### src/rtl/tw_deser_pkg.sv
package tw_deser_pkg;

  // Strobes handed from the frame control to the capture datapath.
  typedef struct packed {
    logic commit;    // write bitVal into the next bit position
    logic bitVal;    // value being committed
    logic clearCnt;  // restart byte assembly at bit 0
  } dpStrobe_t;

  typedef enum logic {
    LINE_A = 1'b0,
    LINE_B = 1'b1
  } lineSel_t;

  function automatic int maxOf3(input int a, input int b, input int c);
    int m;
    m = (a > b) ? a : b;
    return (m > c) ? m : c;
  endfunction

endpackage

### src/rtl/tw_line_sync.sv
module tw_line_sync #(
  parameter int   STAGES = 2,
  parameter logic IDLE   = 1'b1
) (
  input  logic clk,
  input  logic rstN,
  input  logic lineIn,
  output logic lvl,
  output logic fallPulse,
  output logic risePulse
);

  logic [STAGES-1:0] chainQ;
  logic              prevQ;

  always_ff @(posedge clk) begin
    if (!rstN) begin
      chainQ <= {STAGES{IDLE}};
      prevQ  <= IDLE;
    end else begin
      chainQ <= {chainQ[STAGES-2:0], lineIn};
      prevQ  <= chainQ[STAGES-1];
    end
  end

  assign lvl       = chainQ[STAGES-1];
  assign fallPulse = prevQ & ~lvl;
  assign risePulse = ~prevQ & lvl;

endmodule

### src/rtl/tw_capture_dp.sv
module tw_capture_dp
  import tw_deser_pkg::*;
#(
  parameter int BYTE_W = 8
) (
  input  logic              clk,
  input  logic              rstN,
  input  dpStrobe_t         strobe,
  output logic [BYTE_W-1:0] byteData,
  output logic              byteValid,
  output logic              cntZero
);

  localparam int HALF  = BYTE_W / 2;
  localparam int CNT_W = $clog2(BYTE_W);
  localparam logic [CNT_W-1:0] LAST_BIT = CNT_W'(BYTE_W - 1);

  logic [CNT_W-1:0]       bitCnt;
  logic [1:0][HALF-1:0]   bankQ;
  logic [1:0][HALF-1:0]   bankNext;
  logic [BYTE_W-1:0]      assembled;

  // Each chain shifts toward bit 0, so its oldest bit ends up lowest.
  always_comb begin
    for (int k = 0; k < 2; k++) begin
      if (strobe.commit && (bitCnt[0] == 1'(k)))
        bankNext[k] = {strobe.bitVal, bankQ[k][HALF-1:1]};
      else
        bankNext[k] = bankQ[k];
    end
  end

  // Interleave: chain 0 holds even positions, chain 1 odd positions.
  always_comb begin
    for (int j = 0; j < HALF; j++) begin
      for (int k = 0; k < 2; k++) begin
        assembled[2*j + k] = bankNext[k][j];
      end
    end
  end

  always_ff @(posedge clk) begin
    if (!rstN) begin
      bitCnt    <= '0;
      bankQ     <= '0;
      byteData  <= '0;
      byteValid <= 1'b0;
    end else begin
      byteValid <= 1'b0;
      bankQ     <= bankNext;
      if (strobe.clearCnt) begin
        bitCnt <= '0;
      end else if (strobe.commit) begin
        if (bitCnt == LAST_BIT) begin
          bitCnt    <= '0;
          byteData  <= assembled;
          byteValid <= 1'b1;
        end else begin
          bitCnt <= bitCnt + 1'b1;
        end
      end
    end
  end

  assign cntZero = (bitCnt == '0);

  AST_STROBE_SINGLE: assert property (@(posedge clk) disable iff (!rstN)
    byteValid |=> !byteValid);

  AST_DATA_HOLD: assert property (@(posedge clk) disable iff (!rstN)
    (byteData != $past(byteData)) |-> byteValid);

endmodule

### src/rtl/tw_frame_ctrl.sv
module tw_frame_ctrl
  import tw_deser_pkg::*;
#(
  parameter int START_RUN = 3,
  parameter int CRC_RUN   = 4,
  parameter int END_RUN   = 5
) (
  input  logic      clk,
  input  logic      rstN,
  input  logic      lvlA,
  input  logic      lvlB,
  input  logic      fallA,
  input  logic      fallB,
  input  logic      riseA,
  input  logic      riseB,
  input  logic      cntZero,
  output dpStrobe_t strobe,
  output logic      frameStart,
  output logic      crcStart,
  output logic      frameEnd,
  output logic      errFlag
);

  localparam int RUN_TOP = maxOf3(START_RUN, CRC_RUN, END_RUN) + 1;
  localparam int RUN_W   = $clog2(RUN_TOP + 1);
  localparam logic [RUN_W-1:0] RUN_SAT = RUN_W'(RUN_TOP);

  lineSel_t         lastLine;
  logic [RUN_W-1:0] runLen;
  logic             pendValid;
  logic             pendBit;
  logic             rxEn;

  logic     bothFall, oneFall, riseOther, closeRun;
  logic     hitStart, hitCrc, hitEnd, hitAny;
  logic     sameLine, freshFall;
  lineSel_t fLine;

  always_comb begin
    bothFall  = fallA & fallB;
    oneFall   = fallA ^ fallB;
    fLine     = fallB ? LINE_B : LINE_A;
    riseOther = (lastLine == LINE_A) ? riseB : riseA;
    closeRun  = riseOther && (runLen >= RUN_W'(2)) && !bothFall;
    hitStart  = closeRun && (runLen == RUN_W'(START_RUN));
    hitCrc    = closeRun && (runLen == RUN_W'(CRC_RUN));
    hitEnd    = closeRun && (runLen == RUN_W'(END_RUN));
    hitAny    = hitStart || hitCrc || hitEnd;
    sameLine  = oneFall && (fLine == lastLine) && (runLen != '0);
    freshFall = oneFall && !sameLine && !closeRun;

    strobe.commit   = freshFall && pendValid && rxEn;
    strobe.bitVal   = pendBit;
    strobe.clearCnt = bothFall || hitAny;
  end

  always_ff @(posedge clk) begin
    if (!rstN) begin
      lastLine   <= LINE_A;
      runLen     <= RUN_W'(1);
      pendValid  <= 1'b0;
      pendBit    <= 1'b0;
      rxEn       <= 1'b0;
      frameStart <= 1'b0;
      crcStart   <= 1'b0;
      frameEnd   <= 1'b0;
      errFlag    <= 1'b0;
    end else begin
      frameStart <= 1'b0;
      crcStart   <= 1'b0;
      frameEnd   <= 1'b0;
      errFlag    <= 1'b0;
      if (bothFall) begin
        errFlag   <= 1'b1;
        rxEn      <= 1'b0;
        pendValid <= 1'b0;
        lastLine  <= LINE_A;
        runLen    <= RUN_W'(1);
      end else if (closeRun) begin
        pendValid <= 1'b0;
        if (hitAny) begin
          lastLine   <= (lastLine == LINE_A) ? LINE_B : LINE_A;
          runLen     <= RUN_W'(1);
          frameStart <= hitStart;
          crcStart   <= hitCrc;
          frameEnd   <= hitEnd;
          errFlag    <= hitEnd && !cntZero;
          if (hitStart || hitCrc) rxEn <= 1'b1;
          else                    rxEn <= 1'b0;
        end else begin
          runLen <= '0;
        end
      end else if (freshFall) begin
        pendValid <= 1'b1;
        pendBit   <= (fLine == LINE_B) ? lvlA : lvlB;
        lastLine  <= fLine;
        runLen    <= RUN_W'(1);
      end else if (sameLine) begin
        pendValid <= 1'b0;
        if (runLen != RUN_SAT) runLen <= runLen + 1'b1;
      end
    end
  end

  AST_BOTH_FALL_ERR: assert property (@(posedge clk) disable iff (!rstN)
    (fallA && fallB) |=> errFlag);

  AST_ONE_EVENT: assert property (@(posedge clk) disable iff (!rstN)
    $onehot0({frameStart, crcStart, frameEnd}));

endmodule

### src/rtl/tw_deser.sv
module tw_deser
  import tw_deser_pkg::*;
#(
  parameter int BYTE_W      = 8,
  parameter int SYNC_STAGES = 2,
  parameter int START_RUN   = 3,
  parameter int CRC_RUN     = 4,
  parameter int END_RUN     = 5
) (
  input  logic              clk,
  input  logic              rstN,
  input  logic              lineA,
  input  logic              lineB,
  output logic [BYTE_W-1:0] byteData,
  output logic              byteValid,
  output logic              frameStart,
  output logic              crcStart,
  output logic              frameEnd,
  output logic              errFlag
);

  localparam int NUM_LINES = 2;

  logic [NUM_LINES-1:0] lineVec;
  logic [NUM_LINES-1:0] lvlVec, fallVec, riseVec;
  dpStrobe_t            strobe;
  logic                 cntZero;

  assign lineVec = {lineB, lineA};

  for (genvar g = 0; g < NUM_LINES; g++) begin : gSync
    tw_line_sync #(.STAGES(SYNC_STAGES), .IDLE(1'b1)) uSync (
      .clk      (clk),
      .rstN     (rstN),
      .lineIn   (lineVec[g]),
      .lvl      (lvlVec[g]),
      .fallPulse(fallVec[g]),
      .risePulse(riseVec[g])
    );
  end

  tw_frame_ctrl #(
    .START_RUN(START_RUN),
    .CRC_RUN  (CRC_RUN),
    .END_RUN  (END_RUN)
  ) uCtrl (
    .clk       (clk),
    .rstN      (rstN),
    .lvlA      (lvlVec[0]),
    .lvlB      (lvlVec[1]),
    .fallA     (fallVec[0]),
    .fallB     (fallVec[1]),
    .riseA     (riseVec[0]),
    .riseB     (riseVec[1]),
    .cntZero   (cntZero),
    .strobe    (strobe),
    .frameStart(frameStart),
    .crcStart  (crcStart),
    .frameEnd  (frameEnd),
    .errFlag   (errFlag)
  );

  tw_capture_dp #(.BYTE_W(BYTE_W)) uDp (
    .clk      (clk),
    .rstN     (rstN),
    .strobe   (strobe),
    .byteData (byteData),
    .byteValid(byteValid),
    .cntZero  (cntZero)
  );

  AST_ERR_NO_BYTE: assert property (@(posedge clk) disable iff (!rstN)
    errFlag |-> !byteValid);

endmodule

### config.mk
export PLATFORM = sky130hd
export DESIGN_NAME = tw_deser
export DESIGN_NICKNAME = d
export VERILOG_FILES = /design/src/rtl/tw_deser_pkg.sv /design/src/rtl/tw_line_sync.sv /design/src/rtl/tw_capture_dp.sv /design/src/rtl/tw_frame_ctrl.sv /design/src/rtl/tw_deser.sv
export SDC_FILE = /design/constraint.sdc
export NUM_CORES = 1
export LEC_CHECK = 0
export CORE_UTILIZATION = 55
export CTS_CLUSTER_DIAMETER = 40
export DETAILED_ROUTE_END_ITERATION = 7
export DONT_BUFFER_PORTS = 1
export PLACE_DENSITY = 0.69
export SETUP_SLACK_MARGIN = 0.1
export SLEW_MARGIN = 10
export SYNTH_ARGS = -nofsm -noshare
export SYNTH_HDL_FRONTEND = slang
export SYNTH_SLANG_ARGS = --single-unit
### constraint.sdc
create_clock -name clk -period 2.89 [get_ports clk]
set_clock_uncertainty 0.1 [all_clocks]
set_input_delay 0.4335 -clock clk [delete_from_list [all_inputs] [get_ports clk]]
set_output_delay 0.4335 -clock clk [all_outputs]
set_load 0.05 [all_outputs]
Yosys cells after proc, flatten, opt, wreduce, memory -nomap -nowiden. Cells that the tools add are included.

Bits in latches: 0. Bits in registers: 37. Output and inout port bits: 13. Memory bits (read-only): 0. Memories: 0. Memory bits (writable): 0. Logic and storage cells: 104.

Multipliers: 0. Mux-type cells: 22. $add $sub $neg: 2. Equal/unequal tests: 7. Shift operators: 0. Bitwise operators: 17. Reductions and logical operators: 37. $lt $le $gt $ge: 1. Div/mod/pow operators: 0.

Operators by type and width (number): 2-to-1 mux 1 bit (15); 2-to-1 mux 3 bit (5); logical AND 1 bit (14); inverter 1 bit (11); == test 3 bit (second input constant) (3); nonzero test 3 bit (3); 2-to-1 mux 4 bit (2); adder 3 x 1 -> 3 bit (second input constant) (2); AND reduction 2 bit (3); AND reduction 3 bit (2); OR reduction 3 bit (2); AND 1 bit (5); zero test 1 bit (4); nonzero test 2 bit (2); OR reduction 2 bit (2); OR reduction 4 bit (1); == test 3 x 2 -> 1 bit (second input constant) (1); greater-or-equal comparator 3 x 2 -> 1 bit (second input constant) (1); zero test 3 bit (1); logical OR 1 bit (3); inequality test 3 bit (second input constant) (1); inequality test 2 bit (second input constant) (1); == test 1 bit (1); XOR 1 bit (1).

Longest topological paths before layout.
Word-level depth: 13. Gate-level depth with buffers: 9. Mapped depth without buffers: 7.

Modules after synthesis. A second synthesis with hierarchy kept.

Cells, all modules: 171. Area total of the unflattened synthesis: 1637.8 µm².

Modules (own cells, without submodules): tw_capture_dp (cells an instance 77, seq. area each 400.4 µm², times used 1, area each 805.8 µm²); tw_frame_ctrl (cells an instance 78, seq. area each 220.2 µm², times used 1, area each 649.4 µm²); tw_line_sync (cells an instance 8, seq. area each 60.1 µm², times used 2, area each 91.3 µm²).

Worst setup path before layout. Ideal clock, no wire load.

Kind: reg2reg. From: register gSync[1].uSync.chainQ[1]. To: register uDp.byteData[7]. Buffers on the path: 1. Setup slack: 597 ps. Arrival: 2105 ps. Stages on the path, launching flop included: 8. Data required time: 2702 ps. Clock period less this slack: 2293 ps. Path through: dfxtp_1 > and2b_1 > ha_1 > clkbuf_1 > nand3_1 > a211oi_2 > nand3_1 > a311oi_2.

Longest elaborated chain between the ends: 13. Elaborated cells on any way between the ends: 29. Classes of those cells: 1 x eq/ne; 3 x mux; 6 x bitwise; 19 x reduce/logical.

RTL lines: start: declaration (line tw_line_sync.sv:13) `logic [STAGES-1:0] chainQ;`; start signal: assignment (line tw_line_sync.sv:18) `chainQ <= {STAGES{IDLE}};`; start signal: assignment (line tw_line_sync.sv:21) `chainQ <= {chainQ[STAGES-2:0], lineIn};`; inverter 1 bit (line tw_line_sync.sv:27) `assign fallPulse = prevQ & ~lvl;`; AND 1 bit (line tw_line_sync.sv:27); 2-to-1 mux 1 bit (line tw_frame_ctrl.sv:42) `fLine = fallB ? LINE_B : LINE_A;`; == test 1 bit (line tw_frame_ctrl.sv:49) `sameLine = oneFall && (fLine == lastLine) && (runLen != '0);`; logical AND 1 bit (2 in a row) (line tw_frame_ctrl.sv:49); zero test 1 bit (line tw_frame_ctrl.sv:50) `freshFall = oneFall && !sameLine && !closeRun;`; logical AND 1 bit (2 in a row) (line tw_frame_ctrl.sv:50); logical AND 1 bit (2 in a row) (line tw_frame_ctrl.sv:52) `strobe.commit = freshFall && pendValid && rxEn;`; logical AND 1 bit (line tw_capture_dp.sv:26) `if (strobe.commit && (bitCnt[0] == 1'(k)))`; 2-to-1 mux 4 bit (line tw_capture_dp.sv:26); end signal: assignment (line tw_capture_dp.sv:56) `byteData <= assembled;`; end: declaration (line tw_capture_dp.sv:9) `output logic [BYTE_W-1:0] byteData,`.

Several ways; a longest one is shown, not always the timed one. A chain may end at the register's enable or synchronous reset.

Worst setup path in the final report. Same ends and word-level chain as after synthesis.

==> results by group <==
Outcome
  • Status: complete, no violations

Detailed routing
  • Initial DRC count: 68
  • DRT antenna net count: 0
  • WL final: 3282 um
  • Drt via density: 6.307
  • Drt pass-1 iters: 4
  • WL/cell: 15.48 um
  • Drc violations: 0
  • Routed vias: 1337

Yosys
  • FF+latch count, synth: 37
  • Synth Flop Type: dfxtp_1
  • Number of synthesized flops with an enable pin: 0
  • Seq/Total Area, Yosys: 0.4350
  • Syn nets: 195
  • Dominant cell type by area after synthesis: dfxtp_1
  • Synthesized area: around 0.0017 mm2
  • Async S/R FF share, synth: 0
  • Post-synth top cells: dfxtp_1, a21oi_1, nand2_1
  • Post-synth top area share: 0.4350
  • Most common cell in the synthesized netlist: dfxtp_1
  • Syn avg cell area: roughly 9.4 um2
  • Yosys synthesis warning count: 0
  • Top cells by area in the synthesized netlist: dfxtp_1, a21oi_1, ha_1
  • Distinct cell type count after synthesis: 44
  • Synthesized netlist cell count: around 180

Place
  • Placed cell areas: around 0.0017 mm2
  • HPWL after DPL: around 2300 um
  • RD Place Congestion: 0.9107
  • Pre-CTS setup slack: 0.4230 ns
  • Port Buffers: 0

Timing
  • Tcrit/Tclk final: 0.8647
  • Pins over their slew limit: 0
  • RSZ-0062 raised after global routing: false
  • Fin crit period: 2.499 ns
  • Final hold slack: ~0.056 ns
  • # setup viols final: 0
  • Slew HR: 0.4982
  • Final Hold Viols: 0
  • Fmax: 0.4002 GHz
  • Final worst slack: 0.3911 ns
  • Tightest Pin Transition: 0.7518 ns
  • Setup TNS Final: 0 ns

Power
  • Max VDD drop: 321.6 uV
  • PD cells: 499.3 mW/mm2
  • Leakage Power: 0.5999 nW

Floorplanning
  • Die Wd: 57.65 um
  • Core area: 0.002853 mm2
  • I/O Pins: 17
  • Die ar.: 0.003323 mm2
  • Starting Density: 0.5969
  • Die height: a little under 60 um
  • FP Rows: 19

Layout
  • N_diodes: 0
  • Final Cell Area: 0.001733 mm2
  • P&R area growth vs syn: 1.763%
  • Share of cells above drive strength 1: 0.1326
  • Nets: 194

GRT
  • Antenna violations before repair: 0
  • Number of global-route vias before repair: 1260
  • Largest net degree at the start of global routing: 21
  • GRT overflow: 0
  • Tot GR Track Use: 0.2272
  • Global-route wire length before repair: 5747 um

CTS
  • Hold-fix buffers, CTS: 0
  • Root Buffer Master: clkbuf_4
  • Buffer count from post-CTS setup fixing: 0
  • H-tree Lvls: 2
  • Post-CTS resize count: 0
  • CTS tree: built
  • Total CTS buffers: 5
  • Clock transition at the registers of the reported paths: 0.11 ns
  • CTS max path bufs: 2
  • Clock latency on the worst-skew pair: 0.34 ns
  • CTS Sinks: 37

Run
  • Max_cap viols: 0

Critical path
  • Worst Setup Start Kind: register
  • Critical Path RT: 3.05 ns
  • Critical path capture point type: register
  • Worst-path fanout max: 10
  • Crit path DAT: 2.66 ns
  • Critical path class: register to register

Hold path
  • Worst min-delay path class: primary input to register
## worst max-delay path, cell delays in order, from the launching register on
cell,delay (ns)
dfxtp_1,0.36
and2b_1,0.24
ha_1,0.44
nand3_1,0.19
a211oi_2,0.60
nand3_1,0.21
a311oi_2,0.28
## cells by family after synthesis
kind of cell             after synthesis  synth area share
adder cells (fa/ha/maj)                9           0.06613
flip-flops                            37            0.4350
buffers and inverters                 17           0.05730
XOR/XNOR                               2           0.01029
AND/OR/NAND/NOR                       58            0.1844
AO/OA/AOI/OAI                         59            0.2469
## through the flow
| stage | std cells | utilization | power, mW |
|---|---|---|---|
| floorplan | 182 | - | 0.5880 |
| global placement | 205 | 0.5882 | 0.5958 |
| detailed placement | 205 | 0.5882 | 0.5972 |
| CTS | 212 | 0.6075 | 0.8717 |
| global route | 212 | 0.6075 | 0.9037 |
| finish | 212 | 0.6075 | 0.8653 |
## path summary, 6_finish.rpt
kind,start,slack [ns],cells after the start,endpoint
hold reg to reg,gSync[0].uSync.chainQ[0],0.32,1,gSync[0].uSync.chainQ[1]
hold / removal,rstN,0.06,1,gSync[1].uSync.chainQ[0]
setup / recovery,gSync[1].uSync.chainQ[1],0.39,6,uDp.byteData[7]
setup reg to reg,gSync[1].uSync.chainQ[1],0.39,6,uDp.byteData[7]
## flip-flops by register name, indices dropped and copies added, names as in the netlist
name	count
uCtrl.pendValid	1
uCtrl.rxEn	1
gSync.uSync.chainQ	4
uDp.bitCnt	3
uCtrl.crcStart	1
uCtrl.frameEnd	1
uCtrl.pendBit	1
uCtrl.frameStart	1
uDp.byteData	8
uCtrl.errFlag	1
uCtrl.lastLine	1
uDp.byteValid	1
uDp.bankQ	8
gSync.uSync.prevQ	2
uCtrl.runLen	3
## power breakdown
group | total, mW | switching (mW) | internal, mW
clock network | 0.278 | 0.163 | 0.115
registers | 0.528 | 0.00949 | 0.518
logic | 0.0593 | 0.0383 | 0.0210
## layer usage
layer	GRT usage	share of wire	up-vias
met5	0	0	-
met4	0.1289	0.021	0
met3	0.06696	0.059	7
met2	0.3239	0.43	42
met1	0.3068	0.48	635
li1	-	-	653
## final cells by class
| type | instances | area, um2 |
|---|---|---|
| Clock buffer | 7 | 55.05 |
| Inverter | 9 | 33.78 |
| Fill cell | 243 | 1120 |
| Multi-Input combinational cell | 128 | 864.6 |
| Sequential cell | 37 | 740.7 |
| Tap cell | 31 | 38.79 |
## cells in the final DEF, fill, tap and decap left out, drive strengths merged, types with 3 or more instances in the layout
cell type | netlist | layout
nand3 | 12 | 12
a211oi | 4 | 4
and3 | 3 | 3
nor2 | 10 | 10
dfxtp | 37 | 37
a311oi | 8 | 8
nor3 | 3 | 3
o21ai | 11 | 11
nand2b | 6 | 6
inv | 8 | 8
clkbuf | 3 | 7
a21oi | 27 | 27
ha | 9 | 9
nand2 | 14 | 14
(Power assumes the default switching activity.)
